--- src/rtl/irq_pkg.sv ---
package irq_pkg;
  localparam int DW = 8;
  localparam int AW = 2;

  localparam logic [AW-1:0] A_CORE = 2'd0;
  localparam logic [AW-1:0] A_PFLG = 2'd1;
  localparam logic [AW-1:0] A_PEN  = 2'd2;

  // Core register, bit 7 down to bit 0
  typedef struct packed {
    logic gen;
    logic pgen;
    logic tov_en;
    logic pin_en;
    logic chg_en;
    logic tov_f;
    logic pin_f;
    logic chg_f;
  } core_reg_t;
endpackage

--- src/rtl/irq_pin_edge.sv ---
module irq_pin_edge #(
  parameter int STAGES = 2
) (
  input  logic clk,
  input  logic rst_n,
  input  logic pin_i,
  input  logic analog_i,
  input  logic rise_sel_i,
  output logic evt_o
);
  localparam int LAST = STAGES;

  logic [LAST:0] sh_q, sh_d;
  logic          synced, prev, rise, fall;

  always_comb begin
    sh_d = {sh_q[LAST-1:0], pin_i};
  end

  always_ff @(posedge clk or negedge rst_n) begin
    if (!rst_n) sh_q <= '0;
    else        sh_q <= sh_d;
  end

  assign synced = sh_q[LAST-1];
  assign prev   = sh_q[LAST];
  assign rise   = synced & ~prev;
  assign fall   = ~synced & prev;

  always_comb begin
    evt_o = (rise_sel_i ? rise : fall) & ~analog_i;
  end
endmodule

--- src/rtl/irq_flag_regs.sv ---
module irq_flag_regs
  import irq_pkg::*;
#(
  parameter int NPER = 7
) (
  input  logic            clk,
  input  logic            rst_n,
  input  logic            wr_i,
  input  logic [AW-1:0]   addr_i,
  input  logic [DW-1:0]   wdata_i,
  input  logic            pin_evt_i,
  input  logic            chg_evt_i,
  input  logic            tov_evt_i,
  input  logic [NPER-1:0] per_evt_i,
  input  logic            take_i,
  input  logic            ret_i,
  output core_reg_t       core_q,
  output logic [NPER-1:0] pflag_q,
  output logic [NPER-1:0] pen_q
);
  core_reg_t       core_d;
  logic [NPER-1:0] pflag_d, pen_d;
  logic            wr_core, wr_pflg, wr_pen;

  assign wr_core = wr_i && (addr_i == A_CORE);
  assign wr_pflg = wr_i && (addr_i == A_PFLG);
  assign wr_pen  = wr_i && (addr_i == A_PEN);

  always_comb begin
    core_d = core_q;
    if (wr_core)    core_d = core_reg_t'(wdata_i);
    else if (ret_i) core_d.gen = 1'b1;
    if (take_i)     core_d.gen = 1'b0;
    if (pin_evt_i)  core_d.pin_f = 1'b1;
    if (chg_evt_i)  core_d.chg_f = 1'b1;
    if (tov_evt_i)  core_d.tov_f = 1'b1;
  end

  always_comb begin
    pflag_d = pflag_q;
    if (wr_pflg) pflag_d = wdata_i[NPER-1:0];
    pflag_d = pflag_d | per_evt_i;
    pen_d = pen_q;
    if (wr_pen) pen_d = wdata_i[NPER-1:0];
  end

  always_ff @(posedge clk or negedge rst_n) begin
    if (!rst_n) begin
      core_q  <= '0;
      pflag_q <= '0;
      pen_q   <= '0;
    end else begin
      core_q  <= core_d;
      pflag_q <= pflag_d;
      pen_q   <= pen_d;
    end
  end

  // a hardware set always survives a simultaneous write
  p_hw_set_wins_r10: assert property (@(posedge clk) disable iff (!rst_n)
    tov_evt_i |=> core_q.tov_f);
  p_per_set_wins_r10: assert property (@(posedge clk) disable iff (!rst_n)
    per_evt_i[0] |=> pflag_q[0]);
  // return strobe restores the global enable
  p_ret_sets_r8: assert property (@(posedge clk) disable iff (!rst_n)
    (ret_i && !take_i && !wr_core) |=> core_q.gen);
  // a take leaves the global enable cleared
  p_take_clears_r7: assert property (@(posedge clk) disable iff (!rst_n)
    take_i |=> !core_q.gen);
endmodule

--- src/rtl/irq_take_gen.sv ---
module irq_take_gen
  import irq_pkg::*;
#(
  parameter int NPER = 7
) (
  input  logic            clk,
  input  logic            rst_n,
  input  core_reg_t       core_i,
  input  logic [NPER-1:0] pflag_i,
  input  logic [NPER-1:0] pen_i,
  input  logic            strobe_i,
  input  logic            gen_clr_wr_i,
  output logic            take_d_o,
  output logic            take_q_o,
  output logic            wake_o
);
  logic core_hit, per_hit, pend, take_d;

  always_comb begin
    core_hit = (core_i.tov_f & core_i.tov_en) |
               (core_i.pin_f & core_i.pin_en) |
               (core_i.chg_f & core_i.chg_en);
    per_hit  = |(pflag_i & pen_i);
    pend     = core_hit | (core_i.pgen & per_hit);
    take_d   = strobe_i & core_i.gen & pend & ~gen_clr_wr_i;
  end

  always_ff @(posedge clk or negedge rst_n) begin
    if (!rst_n) take_q_o <= 1'b0;
    else        take_q_o <= take_d;
  end

  assign take_d_o = take_d;
  assign wake_o   = core_hit | per_hit;

  // a take needs the strobe, the global enable and a pending source
  p_take_gated_r6: assert property (@(posedge clk) disable iff (!rst_n)
    take_q_o |-> ($past(strobe_i) && $past(core_i.gen) && $past(pend)));
  // the take is a single-cycle pulse
  p_take_pulse_r7: assert property (@(posedge clk) disable iff (!rst_n)
    take_q_o |=> !take_q_o);
  // a peripheral-only take needs the group enable
  p_group_gate_r12: assert property (@(posedge clk) disable iff (!rst_n)
    (take_q_o && !$past(core_hit)) |-> $past(core_i.pgen));
endmodule

--- src/rtl/irq_ctrl.sv ---
module irq_ctrl
  import irq_pkg::*;
#(
  parameter int NPER     = 7,
  parameter int PC_W     = 13,
  parameter int VEC_ADDR = 4,
  parameter int STAGES   = 2
) (
  input  logic            clk,
  input  logic            rst_n,
  input  logic            ext_pin_i,
  input  logic            ext_analog_i,
  input  logic            ext_rise_sel_i,
  input  logic            chg_evt_i,
  input  logic            tov_evt_i,
  input  logic [NPER-1:0] per_evt_i,
  input  logic            cyc_strobe_i,
  input  logic            ret_strobe_i,
  input  logic            reg_wr_i,
  input  logic [1:0]      reg_addr_i,
  input  logic [7:0]      reg_wdata_i,
  output logic [7:0]      reg_rdata_o,
  output logic            take_o,
  output logic            push_ret_o,
  output logic [PC_W-1:0] vec_pc_o,
  output logic            wake_o
);
  localparam logic [PC_W-1:0] VEC = PC_W'(VEC_ADDR);

  core_reg_t       core_q;
  logic [NPER-1:0] pflag_q, pen_q;
  logic            pin_evt, take_d, take_q, gen_clr_wr;

  irq_pin_edge #(.STAGES(STAGES)) u_edge (
    .clk(clk), .rst_n(rst_n), .pin_i(ext_pin_i), .analog_i(ext_analog_i),
    .rise_sel_i(ext_rise_sel_i), .evt_o(pin_evt)
  );

  irq_flag_regs #(.NPER(NPER)) u_regs (
    .clk(clk), .rst_n(rst_n), .wr_i(reg_wr_i), .addr_i(reg_addr_i),
    .wdata_i(reg_wdata_i), .pin_evt_i(pin_evt), .chg_evt_i(chg_evt_i),
    .tov_evt_i(tov_evt_i), .per_evt_i(per_evt_i), .take_i(take_d),
    .ret_i(ret_strobe_i), .core_q(core_q), .pflag_q(pflag_q), .pen_q(pen_q)
  );

  assign gen_clr_wr = reg_wr_i && (reg_addr_i == A_CORE) && !reg_wdata_i[7];

  irq_take_gen #(.NPER(NPER)) u_take (
    .clk(clk), .rst_n(rst_n), .core_i(core_q), .pflag_i(pflag_q),
    .pen_i(pen_q), .strobe_i(cyc_strobe_i), .gen_clr_wr_i(gen_clr_wr),
    .take_d_o(take_d), .take_q_o(take_q), .wake_o(wake_o)
  );

  always_comb begin
    reg_rdata_o = '0;
    case (reg_addr_i)
      A_CORE:  reg_rdata_o = core_q;
      A_PFLG:  reg_rdata_o[NPER-1:0] = pflag_q;
      A_PEN:   reg_rdata_o[NPER-1:0] = pen_q;
      default: reg_rdata_o = '0;
    endcase
  end

  assign take_o     = take_q;
  assign push_ret_o = take_q;
  assign vec_pc_o   = take_q ? VEC : '0;

  // the global enable is already low while the take is presented
  p_take_gen_low_r7: assert property (@(posedge clk) disable iff (!rst_n)
    take_o |-> !core_q.gen);
endmodule

--- config.mk ---
export PLATFORM = sky130hd
export DESIGN_NAME = irq_ctrl
export DESIGN_NICKNAME = d
export VERILOG_FILES = /design/src/rtl/irq_pkg.sv /design/src/rtl/irq_pin_edge.sv /design/src/rtl/irq_flag_regs.sv /design/src/rtl/irq_take_gen.sv /design/src/rtl/irq_ctrl.sv
export SDC_FILE = /design/constraint.sdc
export NUM_CORES = 1
export LEC_CHECK = 0
export BUFFER_PORTS_ARGS = -buffer_cell sky130_fd_sc_hd__buf_2
export CORE_MARGIN = 2
export CORE_UTILIZATION = 35
export CTS_CLUSTER_DIAMETER = 100
export CTS_CLUSTER_SIZE = 14
export DETAILED_ROUTE_END_ITERATION = 6
export PLACE_DENSITY = 0.67
export SLEW_MARGIN = 15
export SYNTH_ARGS = -nofsm -noshare
export SYNTH_HDL_FRONTEND = slang
export SYNTH_HIERARCHICAL = 1
export SYNTH_SLANG_ARGS = --single-unit
--- constraint.sdc ---
create_clock -name clk -period 1.65 [get_ports clk]
set_input_delay 0.0825 -clock clk [delete_from_list [all_inputs] [get_ports clk]]
set_output_delay 0.0825 -clock clk [all_outputs]
set_load 0.005 [all_outputs]
; ---- Yosys cells after proc, flatten, opt, wreduce, memory -nomap -nowiden
; Index checks and enable logic that the tools add are counted.
[word_totals]
register_bits = 26
latch_bits = 0
ram_bits = 0
romBits = 0
inputBits = 27
out_inout_bits = 24
elab_cells = 57
memories = 0
[op_classes]
addsub = 0
n_mul = 0
n_div = 0
order_cmp = 0
eq_ne = 2
shifts = 0
mux = 12
n_bitwise = 20
n_reduce_logical = 11
[op_table]
columns = op, count
row1 = $pmux 7 s3, 1
row2 = $and 1x1->1, 10
row3 = $mux 1, 8
row4 = $and 7x7->7, 1
row5 = $mux 7, 1
row6 = $or 7x7->7, 1
row7 = $reduce_or 7->1, 1
row8 = $mux 3, 2
row9 = $reduce_bool 2->1, 3
row10 = $logic_and 1x1->1, 4
row11 = $not 1->1, 4
row12 = $or 1x1->1, 4
row13 = $reduce_bool 3->1, 1
row14 = $eq 2x1->1 const B, 1
row15 = $eq 2x2->1 const B, 1
row16 = $logic_not 2->1, 1
row17 = $logic_not 1->1, 1

; ---- Longest topological paths before layout
[logic_depth]
ltp_word = 7
depth_mapped = 6
depth_no_buf = 5

; ---- Modules after synthesis
; The synthesis kept the hierarchy.
[by_module_without_submodules]
columns = mod, instances, cells_per_inst, area_each_um2, seq_area_each_um2
row1 = irq_flag_regs, 1, 71, 929.6, 550.5
row2 = irq_ctrl, 1, 35, 322.8, 0.0
row3 = irq_pin_edge, 1, 6, 96.3, 75.1
row4 = irq_take_gen, 1, 10, 92.6, 25.0

; ---- Worst setup path after synthesis
; OpenSTA, ideal clock, no wires.
[synth_timing]
kind = reg2reg
from = register u_regs.pflag_q[2]
to = register, netlist name u_regs/core_q[7]
setup_ns = 0.066
arrival_time_ns = 1.149
t_required_ns = 1.584
slack_ns = 0.434
stages_incl_launch_ff = 6
path_buffers = 0
synth_period_minus_slack_ns = 1.216
path_cell_list = dfrtp_1 -> a222oi_1 -> and3_1 -> o22ai_1 -> inv_1 -> o311a_1
[synth_between]
elab_chain_len = 7
word_cells_on_any_way = 8
classes_between = 1 x mux / 5 x bitwise / 2 x reduce/logical
[synth_rtl]
columns = item, line
row1 = "start, declared", irq_flag_regs.sv:18  ; output logic [NPER-1:0] pflag_q,
row2 = "start signal, assigned", irq_flag_regs.sv:54  ; pflag_q <= pflag_d;
row3 = $and 7x7->7 (*), irq_take_gen.sv:23  ; per_hit = |(pflag_i & pen_i);
row4 = $reduce_or 7->1 (*), irq_take_gen.sv:23
row5 = $and 1x1->1 (*), irq_take_gen.sv:24  ; pend = core_hit | (core_i.pgen & per_hit);
row6 = $or 1x1->1 (*), irq_take_gen.sv:24
row7 = $and 1x1->1 (*) (2 in series), irq_take_gen.sv:25  ; take_d = strobe_i & core_i.gen & pend & ~gen_clr_wr_i;
row8 = via take_d, irq_ctrl.sv:32  ; logic pin_evt, take_d, take_q, gen_clr_wr;
row9 = $reduce_bool 3->1 (no source line) / $mux 1 (equally long branches), --
; The timed path passes the listed nets; every way through them passes the cells marked *.
; A chain may end at the register's enable or synchronous reset.

; ---- Worst setup path in the final report
[layout_timing]
from = register u_regs.pflag_q[2]
to = output port wake_o
[layout_between]
elab_chain_len = 3
[layout_rtl]
columns = item, line
row1 = $and 7x7->7, irq_take_gen.sv:23
row2 = $reduce_or 7->1, irq_take_gen.sv:23
row3 = $or 1x1->1, irq_take_gen.sv:34  ; assign wake_o = core_hit | per_hit;
row4 = "end, declared", irq_ctrl.sv:26  ; output logic wake_o
; Every way passes these cells.

==> reports/metrics.cfg <==
[place]
placedCellCount=203
place_ws_ps=261.9
port_buffers=38
dpl_cell_area_mm2=0.001582
gp_congestion=0.8478
hpwl_um=2282

[yosys]
synthSimpleGateAreaFrac_pct=13.28
synthCells=122
synth-compound-area-share_pct=9.462
synth_area_mm2=0.001441
postSynthAreaPerCell_um2=11.81
synth_edf_count=0
synth.area.mux_share_pct=20.40
synthAdderAreaFrac_pct=0
synthXorXnorAreaFrac_pct=0
synth_ff_type=dfrtp_1
yosysSeqAreaShare_pct=45.14
ys_warn_count=6
synth_top_family_by_area=multiplexers
ys_types=27
ys_seq_elements=26
ys_async_sr_fraction_pct=100.0

[floorplan]
dieArea_mm2=0.004648
initial_core_util_pct=36.29
die_width_um=68.18
core-area_mm2=0.003971
ios=51
rows=23
die_h_um=68.18

[global_route]
grt_pass1_vias=982
grt_pass1_wl_um=4761
grt_use_total_pct=13.83
grt_max_degree=27
overflow=0
antenna_found_initial=0

[setup_path]
start_kind=flop
required_ps=1570
path_max_fanout=3
startpoint=u_regs/pflag_q[2]
r2r-start=u_regs/pflag_q[2]
cp.arrival_ps=1530
crit_path_end_kind=output port
reg2reg_slack_ps=230
ff2ff_path_depth=5
critPathKind=flop to output port
r2r-end=u_regs/core_q[7]

[routing]
drc_errors=0
vias=1007
wirelength_um=2982
wl_per_cell_um=14.27
viasPerCell=4.818
dr.pass1.iters=4
antenna_left=0
drtIter0Drc=29
wl_met2_um=1512
wl_met3_um=136
met1Wirelength_um=1322
maxUsedRoutingLayer=met4

[final_layout]
post-route-util_pct=41.71
num-nets-final=187
syn2layout_area_growth_pct=14.93
drive_above_1_share_pct=38.36
final_cells=209
design_area_mm2=0.001657
n_fill_cell=383
antenna_cells=0

[pwr]
combPwrFrac_pct=21.0
p_clk_share_pct=27.1
power.total_mw=1.519
power.share.switching_pct=27.25
p_leak_nw=0.7379
vdd_drop_max_v=0.0004729
intPower_mw=1.105
pwr-share-seq_pct=51.8
power_density_mw_per_mm2=917.2
switchingPower_uw=414.1

[cts]
cts_setup_buffers=0
holdBufCountCts=2
cts_tree=built
clk-insertion-delay-late_ps=270
clk_pin_slew_ps=90
root_buffer=clkbuf_8
cts_htree_levels=1
clock-sinks=26
clockBufferDepth=2
cts_made_buffers=3
ctsResizeCount=0

[timing]
slew_viol_final=0
fin_setup_tns_ps=0
worst_slew_pin_slew_ps=581.2
fin_crit_sh_pct=97.77
period_needed_ps=1613
slew_headroom_pct=61.25
finalHoldViolations=0
rsz0062_at_grt=false
hold_slack_ps=72.40
setup_viol=0
clock_skew_ps=3.535
fmax_ghz=0.6199
timing.final.ws_setup_ps=36.83

[run]
max-cap-violations=0

[min_path]
min_path_type=primary input to flop
whs_path_depth=2
holdPathEnd=u_regs/core_q[5]
min-delay-start=reg_wdata_i[5]

[run_status]
status=complete, no violations

[final cells by class]
cell class                      count  area, um2  share of cell area [%]
Timing Repair Buffer               41      217.7                   13.14
Multi-Input combinational cell     87      666.9                   40.26
Inverter                            1      3.754                  0.2266
Tap cell                           50      62.56                   3.776
Clock buffer                        4      55.05                   3.323
Sequential cell                    26      650.6                   39.27
[worst max path at each step]
stage	to	slack (ps)	cells past startpoint
floorplan	u_regs/core_q[7]	430	5
global placement	u_regs/core_q[7]	330	5
detailed placement	u_regs/core_q[7]	260	5
CTS	wake_o	30	4
global route	wake_o	4	4
finish	wake_o	40	4
[cells by family after synthesis]
logic type	after synthesis
AOI/OAI and AO/OA	14
DFF	26
and+or+nand+nor	33
other	1
buffers and inverters	20
muxes	28
[worst max-delay path: stages (launching register included)]
cell and delay (ps):
dfrtp_1 420, a222oi_1 390, and3_1 240, nand2_1 70, buf_2 150
[synth_stat cells (2+ instances only)]
| library cell | instances | share of area (%) |
|---|---|---|
| a222oi_1 | 2 | 1.4 |
| buf_4 | 14 | 7.3 |
| mux2i_1 | 17 | 12 |
| mux2_2 | 11 | 8.6 |
| o2bb2ai_1 | 4 | 2.4 |
| nor2_1 | 20 | 5.2 |
| buf_6 | 5 | 3.9 |
| o2bb2ai_2 | 3 | 3.1 |
| dfrtp_1 | 26 | 45 |
| a22oi_1 | 2 | 1.0 |
| nand3b_1 | 2 | 1.0 |
[placed cells by master, fill, tap and decap left out, types with 2 or more instances in the layout]
master	synthesis	final
nor2_1	20	20
dfrtp_1	26	26
mux2i_1	17	17
o2bb2ai_1	4	4
a222oi_1	2	2
buf_2	0	38
mux2_2	11	11
o2bb2ai_2	3	3
nand3b_1	2	2
a22oi_1	2	2
dlygate4sd3_1	0	2
clkbuf_8	0	4
conb_1	1	12
[sequential cells by signal, indices dropped and copies added, names as in the netlist]
name             cells
u_regs/pflag_q       7
u_take/take_q_o      1
u_edge/sh_q          3
u_regs/pen_q         7
u_regs/core_q        8
[power groups by stage]
stage               clock network [mW]  registers, mW  logic, mW
floorplan                            0          0.780      0.240
global placement                     0          0.794      0.310
detailed placement                   0          0.801      0.317
CTS                              0.418          0.787      0.323
global route                     0.461          0.799      0.356
finish                           0.412          0.788      0.319
[routing by layer]
metal	up-vias	track usage [%]
li1	489	-
met4	0	3.250
met3	2	2.303
met1	488	18.01
met2	28	23.91
met5	-	0
(Power assumes the default switching activity.)
